### config.mk
export PLATFORM = sky130hd
export DESIGN_NAME = feac_tx_seq
export DESIGN_NICKNAME = d
export VERILOG_FILES = /design/src/rtl/feac_pkg.sv /design/src/rtl/feac_start_gate.sv /design/src/rtl/feac_cw_serializer.sv /design/src/rtl/feac_rep_cnt.sv /design/src/rtl/feac_tx_seq.sv
export SDC_FILE = /design/constraint.sdc
export NUM_CORES = 1
export LEC_CHECK = 0
export BUFFER_PORTS_ARGS = -buffer_cell sky130_fd_sc_hd__buf_2
export CAP_MARGIN = 20
export CELL_PAD_IN_SITES_DETAIL_PLACEMENT = 0
export CELL_PAD_IN_SITES_GLOBAL_PLACEMENT = 1
export CORE_UTILIZATION = 30
export CTS_CLUSTER_DIAMETER = 200
export DETAILED_ROUTE_END_ITERATION = 8
export PLACE_DENSITY_LB_ADDON = 0.15
export REMOVE_ABC_BUFFERS = 1
export SLEW_MARGIN = 20
export SYNTH_ARGS = -nofsm -noshare
export SYNTH_HDL_FRONTEND = slang
export SYNTH_SLANG_ARGS = --single-unit
### constraint.sdc
create_clock -name clk -period 3.3 [get_ports clk]
set_input_delay 0.165 -clock clk [delete_from_list [all_inputs] [get_ports clk]]
set_output_delay 0.165 -clock clk [all_outputs]
set_load 0.005 [all_outputs]
### src/rtl/feac_pkg.sv
package feac_pkg;

    typedef enum logic [2:0] {
        ST_IDLE,
        ST_A_ONLY,
        ST_A_THEN_B,
        ST_B_TAIL,
        ST_A_LOOP
    } feac_state_e;

    localparam logic [1:0] SEL_NULL  = 2'b00;
    localparam logic [1:0] SEL_A10   = 2'b01;
    localparam logic [1:0] SEL_AB10  = 2'b10;
    localparam logic [1:0] SEL_ALOOP = 2'b11;

endpackage

### src/rtl/feac_start_gate.sv
// Edge-start gate: a non-null select starts an action only after 00 was seen.
module feac_start_gate (
    input  logic       clk,
    input  logic       rst,
    input  logic [1:0] sel_i,
    input  logic       idle_i,
    output logic       start_o
);
    import feac_pkg::*;

    logic armed_q;

    always_comb begin
        start_o = idle_i && armed_q && (sel_i != SEL_NULL);
    end

    always_ff @(posedge clk) begin
        if (rst) begin
            armed_q <= 1'b0;            // reset needs a fresh null
        end else if (sel_i == SEL_NULL) begin
            armed_q <= 1'b1;
        end else if (start_o) begin
            armed_q <= 1'b0;
        end
    end

endmodule

### src/rtl/feac_cw_serializer.sv
// Bit position counter and codeword bit select.
module feac_cw_serializer #(
    parameter int DATA_W   = 6,
    parameter int PRE_ONES = 8
) (
    input  logic              clk,
    input  logic              rst,
    input  logic              clr_i,
    input  logic              adv_i,
    input  logic [DATA_W-1:0] data_i,
    output logic              bit_o,
    output logic              last_o
);
    localparam int CW_LEN  = PRE_ONES + DATA_W + 2;
    localparam int IDX_W   = $clog2(CW_LEN);
    localparam int DSEL_W  = (DATA_W > 1) ? $clog2(DATA_W) : 1;
    localparam int DATA_LO = PRE_ONES + 1;
    localparam int DATA_HI = PRE_ONES + DATA_W;

    logic [IDX_W-1:0] idx_q;
    logic [IDX_W-1:0] rel;

    always_ff @(posedge clk) begin
        if (rst || clr_i) begin
            idx_q <= '0;
        end else if (adv_i) begin
            if (last_o) idx_q <= '0;
            else        idx_q <= idx_q + 1'b1;
        end
    end

    always_comb begin
        last_o = (idx_q == IDX_W'(CW_LEN - 1));
        rel    = idx_q - IDX_W'(DATA_LO);
        if (idx_q < IDX_W'(PRE_ONES)) begin
            bit_o = 1'b1;
        end else if (idx_q >= IDX_W'(DATA_LO) && idx_q <= IDX_W'(DATA_HI)) begin
            bit_o = data_i[rel[DSEL_W-1:0]];
        end else begin
            bit_o = 1'b0;
        end
    end

endmodule

### src/rtl/feac_rep_cnt.sv
// Saturating codeword repeat counter.
module feac_rep_cnt #(
    parameter int REPS = 10
) (
    input  logic clk,
    input  logic rst,
    input  logic clr_i,
    input  logic inc_i,
    output logic done_o
);
    localparam int CNT_W = (REPS > 1) ? $clog2(REPS) : 1;

    logic [CNT_W-1:0] cnt_q;

    always_comb begin
        done_o = (cnt_q == CNT_W'(REPS - 1));
    end

    always_ff @(posedge clk) begin
        if (rst || clr_i) begin
            cnt_q <= '0;
        end else if (inc_i && !done_o) begin
            cnt_q <= cnt_q + 1'b1;
        end
    end

endmodule

### src/rtl/feac_tx_seq.sv
module feac_tx_seq #(
    parameter int DATA_W   = 6,
    parameter int PRE_ONES = 8,
    parameter int REPS     = 10
) (
    input  logic              clk,
    input  logic              rst,
    input  logic              tx_en,
    input  logic [1:0]        sel,
    input  logic [DATA_W-1:0] code_a,
    input  logic [DATA_W-1:0] code_b,
    output logic              tx_bit,
    output logic              busy
);
    import feac_pkg::*;

    feac_state_e       state_q, state_d;
    logic [DATA_W-1:0] a_q, b_q, cur_data;
    logic              start, ser_bit, last_bit, word_end, rep_done, rep_clr;

    feac_start_gate u_gate (
        .clk     (clk),
        .rst     (rst),
        .sel_i   (sel),
        .idle_i  (state_q == ST_IDLE),
        .start_o (start)
    );

    feac_cw_serializer #(.DATA_W(DATA_W), .PRE_ONES(PRE_ONES)) u_ser (
        .clk    (clk),
        .rst    (rst),
        .clr_i  (start),
        .adv_i  (busy && tx_en),
        .data_i (cur_data),
        .bit_o  (ser_bit),
        .last_o (last_bit)
    );

    feac_rep_cnt #(.REPS(REPS)) u_cnt (
        .clk    (clk),
        .rst    (rst),
        .clr_i  (rep_clr),
        .inc_i  (word_end),
        .done_o (rep_done)
    );

    // Data capture at action start
    always_ff @(posedge clk) begin
        if (rst) begin
            a_q <= '0;
            b_q <= '0;
        end else if (start) begin
            a_q <= code_a;
            b_q <= code_b;
        end
    end

    always_comb begin
        cur_data = (state_q == ST_B_TAIL) ? b_q : a_q;
        word_end = busy && tx_en && last_bit;
        rep_clr  = start || (state_q == ST_A_THEN_B && word_end && rep_done);
    end

    // Next-state logic
    always_comb begin
        state_d = state_q;
        unique case (state_q)
            ST_IDLE: begin
                if (start) begin
                    unique case (sel)
                        SEL_A10:  state_d = ST_A_ONLY;
                        SEL_AB10: state_d = ST_A_THEN_B;
                        default:  state_d = ST_A_LOOP;
                    endcase
                end
            end
            ST_A_ONLY:   if (word_end && rep_done) state_d = ST_IDLE;
            ST_A_THEN_B: if (word_end && rep_done) state_d = ST_B_TAIL;
            ST_B_TAIL:   if (word_end && rep_done) state_d = ST_IDLE;
            ST_A_LOOP:   if (word_end && rep_done && sel != SEL_ALOOP)
                             state_d = ST_IDLE;
            default:     state_d = ST_IDLE;
        endcase
    end

    // State register
    always_ff @(posedge clk) begin
        if (rst) state_q <= ST_IDLE;
        else     state_q <= state_d;
    end

    // Outputs
    always_comb begin
        busy   = (state_q != ST_IDLE);
        tx_bit = busy ? ser_bit : 1'b1;
    end

endmodule

**Yosys cells after proc, flatten, opt, wreduce, memory -nomap -nowiden**

Cells that the tools add are included.

- Flip-flop bits (word level): 24
- Input port bits: 17
- Output and inout bits: 2
- Logic and storage cells: 62

- Add/subtract/negate cells: 3
- Magnitude comparators: 4
- Equality and inequality tests: 13
- Mux-type cells: 15
- Reduce and logical (&&, ||, !) cells: 21

Operator list:

| operator | count |
|---|---|
| 2-to-1 mux 3 bit | 4 |
| case mux 3 bit (4 select lines) | 1 |
| logical AND 1 bit | 10 |
| adder 4 x 1 -> 4 bit (second input constant) | 2 |
| == test 4 bit (second input constant) | 2 |
| == test 3 x 2 -> 1 bit (second input constant) | 2 |
| 2-to-1 mux 1 bit | 6 |
| 2-to-1 mux 6 bit | 1 |
| inequality test 2 bit (second input constant) | 3 |
| case mux 3 bit (2 select lines) | 1 |
| >= comparator 4 bit (second input constant) | 1 |
| less-or-equal comparator 4 bit (second input constant) | 1 |
| less-than comparator 3 x 4 -> 1 bit (second input constant) | 1 |
| less-than comparator 4 bit (second input constant) | 1 |
| 2-to-1 mux 4 bit | 1 |
| inequality test 2 x 1 -> 1 bit (second input constant) | 2 |
| AND reduction 4 bit | 1 |
| nonzero test 2 bit | 2 |
| binary-select mux 1 bit (select 3 bit) | 1 |
| == test 3 x 1 -> 1 bit (second input constant) | 1 |
| == test 3 bit (second input constant) | 1 |
| logical NOT 3 bit | 1 |
| logical OR 1 bit | 3 |
| nonzero test 3 bit | 1 |
| other kinds (6) | 6 |

**Longest topological paths before layout**

- Depth in word-level cells: 7
- Gate-level depth with buffers: 7
- Gate-level depth less buffers: 6

**Hierarchy**

From an unflattened synthesis, not the netlist that was laid out.

- Cells, all modules: 139
- Area total of the unflattened synthesis: 1,370.1 sq um

By module, submodules not included:

| module | instances | cells an instance | area each (sq um) | sequential area each (sq um) |
|---|---|---|---|---|
| feac_tx_seq | 1 | 79 | 808.3 | 300.3 |
| feac_cw_serializer | 1 | 32 | 299.0 | 80.1 |
| feac_rep_cnt | 1 | 23 | 219.0 | 80.1 |
| feac_start_gate | 1 | 5 | 43.8 | 20.0 |

**Least setup slack after synthesis**

OpenSTA, ideal clock, no wires.

- Kind: register to output
- Start point: reg u_ser.idx_q[0]
- End point: out tx_bit
- Arrival: 1,449 ps
- Required time: 3,135 ps
- Setup slack: 1,686 ps
- Stages on the path, launching flop included: 7
- Path buffers: 0
- Cell sequence: dfxtp_1 > inv_1 > ha_1 > or2_2 > o21ai_0 > a22oi_1 > o2111ai_1

- Word-level cells in the longest chain between the ends: 6
- Elaborated cells between the ends (all ways): 10
- Those cells by class: add/sub: 1; order compare: 3; mux: 5; reduce/logical: 1

RTL lines:

| element | RTL line | RTL |
|---|---|---|
| start: declaration | feac_cw_serializer.sv:20 | `logic [IDX_W-1:0] idx_q;` |
| start signal: assignment | feac_cw_serializer.sv:28 | `else idx_q <= idx_q + 1'b1;` |
| subtractor 3 x 1 -> 3 bit | feac_cw_serializer.sv:34 | `rel = idx_q - IDX_W'(DATA_LO);` |
| binary-select mux 1 bit (select 3 bit) | feac_cw_serializer.sv:38 | `bit_o = data_i[rel[DSEL_W-1:0]];` |
| 2-to-1 mux 1 bit (implied by the code) | feac_cw_serializer.sv:38 |  |
| 2-to-1 mux 1 bit | feac_cw_serializer.sv:37 | `end else if (idx_q >= IDX_W'(DATA_LO) && idx_q <= IDX_W'(DATA_HI)) begin` |
| 2-to-1 mux 1 bit * | feac_cw_serializer.sv:35 | `if (idx_q < IDX_W'(PRE_ONES)) begin` |
| 2-to-1 mux 1 bit * | feac_tx_seq.sv:95 | `tx_bit = busy ? ser_bit : 1'b1;` |
| end: declaration | feac_tx_seq.sv:12 | `output logic tx_bit,` |

Every way passes the cells marked *; elsewhere a longest branch is shown, timed or not. The select of a mux whose other input is x is not followed.

**Final worst setup path**

Ends and elaborated chain as after synthesis.

==> results.md <==
- Status: complete, no violations
- Mux share of post-synthesis cell area: 5.80%
- Largest net degree at the start of global routing: 20
- Post-Synth Adder-Cell Area: 9.66%
- CTS root buffer: clkbuf_8
- Setup violators final: 0
- Crit Path Category: flip-flop to output pin
- Max Slew Vio Count: 0
- Slowest-stage cell, CP: dfxtp_1
- IO Count: 19
- Synth Area in XOR/XNOR: 2.71%
- Static Leakage: 0.532 nW
- Synthesized area per cell: 8.81 sq um
- Critical path peak fanout: 6
- Final nets: 192
- Detailed Place HPWL: 2170 microns
- Rows: 23
- Setup slack, reg-to-reg: 1.37 ns
- Die area: 4580 sq um
- Part of the cycle the worst path needs: 70.2%
- Initial DRC count: 66
- CTS H-tree depth: 1
- Post-CTS setup buffer count: 0
- Crit path launch type: flip-flop
- FF+latch count, synth: 24
- WL per Instance: 13.2 microns
- Post-Synthesis Cells: 147
- Horiz. Die Dim: 67.7 microns
- Port Buffers: 18
- Skew-Pair Late Insertion Delay: 0.26 ns
- Num CTS Buffers: 3
- Initial Utilization: 31.7%
- Synth Area in Compound Gates: 16.9%
- Synth-to-Final Area Change: 15.2%
- Max-cap violations: 0
- Max incr delay on CP: 0.50 ns
- Setup_tns: 0 ns
- Simple-Gate Fraction of Synth Area: 23.1%
- CP Depth: 7
- Vias in the first global route: 980
- Final worst setup slack: 0.982 ns
- Most frequent cells after synthesis: nand2_1 (30), dfxtp_1 (24), a21oi_1 (17)
- Ranking of synthesized cells by area: dfxtp_1 (37%), ha_1 (9.7%), nand2_1 (8.7%)
- Worst-margin pin slew: 0.685 ns
- Detail Route Antenna Nets: 0
- Grt ovf: 0
- DRT Pass-1 Iters: 4
- Initial antenna violation count: 0
- CTS tree: yes
- Max_slew headroom: 54.2%
- Mapped cell area: 1290 sq um
- Routed vias: 1,059
- RR Endpoint: u_cnt.cnt_q[1]
- Main combinational cell family by area after synthesis: simple AND/OR/NAND/NOR gates
- Post-synth EDFFs: 0
- Crit path required time: 3.13 ns
- Final wirelength: 2830 microns
- Achievable Freq: 431 MHz
- Seq/Total Area, Yosys: 37.1%
- Final Critical Period: 2.32 ns
- Top-count cell post-synth: nand2_1
- GRT Overall Usage: 13.8%
- Share of cells above drive strength 1: 17.7%
- Worst Path Buf+Inv: 2
- Synth top area share: 37.1%
- Dpl ws: 1.25 ns
- Core area: 4090 sq um
- # resized after CTS: 0
- HP Class: input port to flip-flop
- Synth async-reset ratio: 0%
- Synth Flop Type: dfxtp_1
- Peak supply drop: 158 uV
- Unrepaired setup endpoints after global routing: no
- Clk_skew: 0.000868 ns
- Hold Startpoint: code_a[1]
- RePlAce Congestion: 0.709
- Critical Path Sink Type: output pin
- Hold-fix buffers at CTS: 0
- Worst R2R Start: state_q[2]
- Final Hold Fails: 0
- CP Capture Point: tx_bit
- CP arrival: 2.15 ns
- Worst-path clk slew: 0.09 ns
- Bufs on Longest Clock Path: 2
- Via density: 4.95
- Sink Count: 24
- CP startpoint: u_ser.idx_q[0]
- Vert. Die Dim: 67.7 microns
- Global-route wire length before repair: 4660 microns
- Number of diodes: 0
- Fill count: 440
- Cell Chain, Critical Path: inv_1, ha_1, or2_2, o21ai_0, a22oi_1, o2111ai_1, buf_2
- PwrDens: 432 nW/um^2
- Syn. warnings: 0
- Remaining DRCs: 0
- Hold slack: 0.124 ns
- Crit path max-delay family: flip-flops
- FF-to-FF path depth: 4
- Cell taking the most area after synthesis: dfxtp_1
- Unique masters post-synth: 41
## worst min-delay path by stage
stage               cells past startpoint  slack (ns)      to
floorplan                               1        0.23  a_q[0]
global placement                        3        0.41  b_q[5]
detailed placement                      3        0.41  b_q[5]
CTS                                     3        0.12  a_q[1]
global route                            3        0.12  b_q[0]
finish                                  3        0.12  a_q[1]
## worst reg2reg max path, delay by kind of cell (launching register included)
family | cells | cell delay [ns]
AOI/OAI and AO/OA | 2 | 0.33
and+or+nand+nor | 2 | 1.08
DFF | 1 | 0.39
## registers in the layout, indices dropped and copies added, names as in the netlist
signal and count:
a_q 6, b_q 6, u_cnt.cnt_q 4, u_ser.idx_q 4, state_q 3, u_gate.armed_q 1
## logic make-up after synthesis
logic type               after synthesis
multiplexers                           5
AO/OA/AOI/OAI                         32
buffers and inverters                 14
adder cells (fa/ha/maj)               10
XOR/XNOR                               4
AND/OR/NAND/NOR                       58
flip-flops                            24
## cell usage in the layout, fill, tap and decap left out, types with 2 or more instances in the layout
master / count
a211oi_1: 2
a21oi_1: 17
buf_2: 18
clkbuf_8: 3
dfxtp_1: 24
ha_1: 10
inv_1: 9
mux2i_1: 3
mux4_2: 2
nand2_1: 30
nand3_1: 4
nand4_1: 2
nor2_1: 7
nor2b_1: 2
nor3_1: 3
o21ai_0: 2
xnor2_1: 3
## where the power goes
group	switching (mW)	internal, mW
Clock	0.0957	0.162
Combinational	0.0438	0.0316
Sequential	0.0124	0.299
Total	0.152	0.493
## routing by layer
layer,global-route usage (%),vias to the layer above,wire (microns)
met2,19.9,32,1220
met4,3.99,0,30
met5,0,-,0
li1,-,547,-
met1,19.5,476,1410
met3,4.22,4,170
## through the flow
step                cell area, sq um  total power [mW]  utilization, %  cells
floorplan                       1270             0.363               -    142
global placement                1420             0.392            34.8    210
detailed placement              1420             0.394            34.8    210
CTS                             1490             0.654            36.5    214
global route                    1490             0.678            36.5    214
finish                          1490             0.645            36.5    214
## cell type report
class	count	area [sq um]	share of cell area [%]
multi-input cells	109	753	50.5
well taps	50	62.6	4.19
flip-flops and latches	24	480	32.2
repair buffers	18	90.1	6.04
clock inverters	1	30.0	2.01
inverters	9	33.8	2.27
clock buffers	3	41.3	2.77
Note: power is estimated with default switching activity, not from simulation.
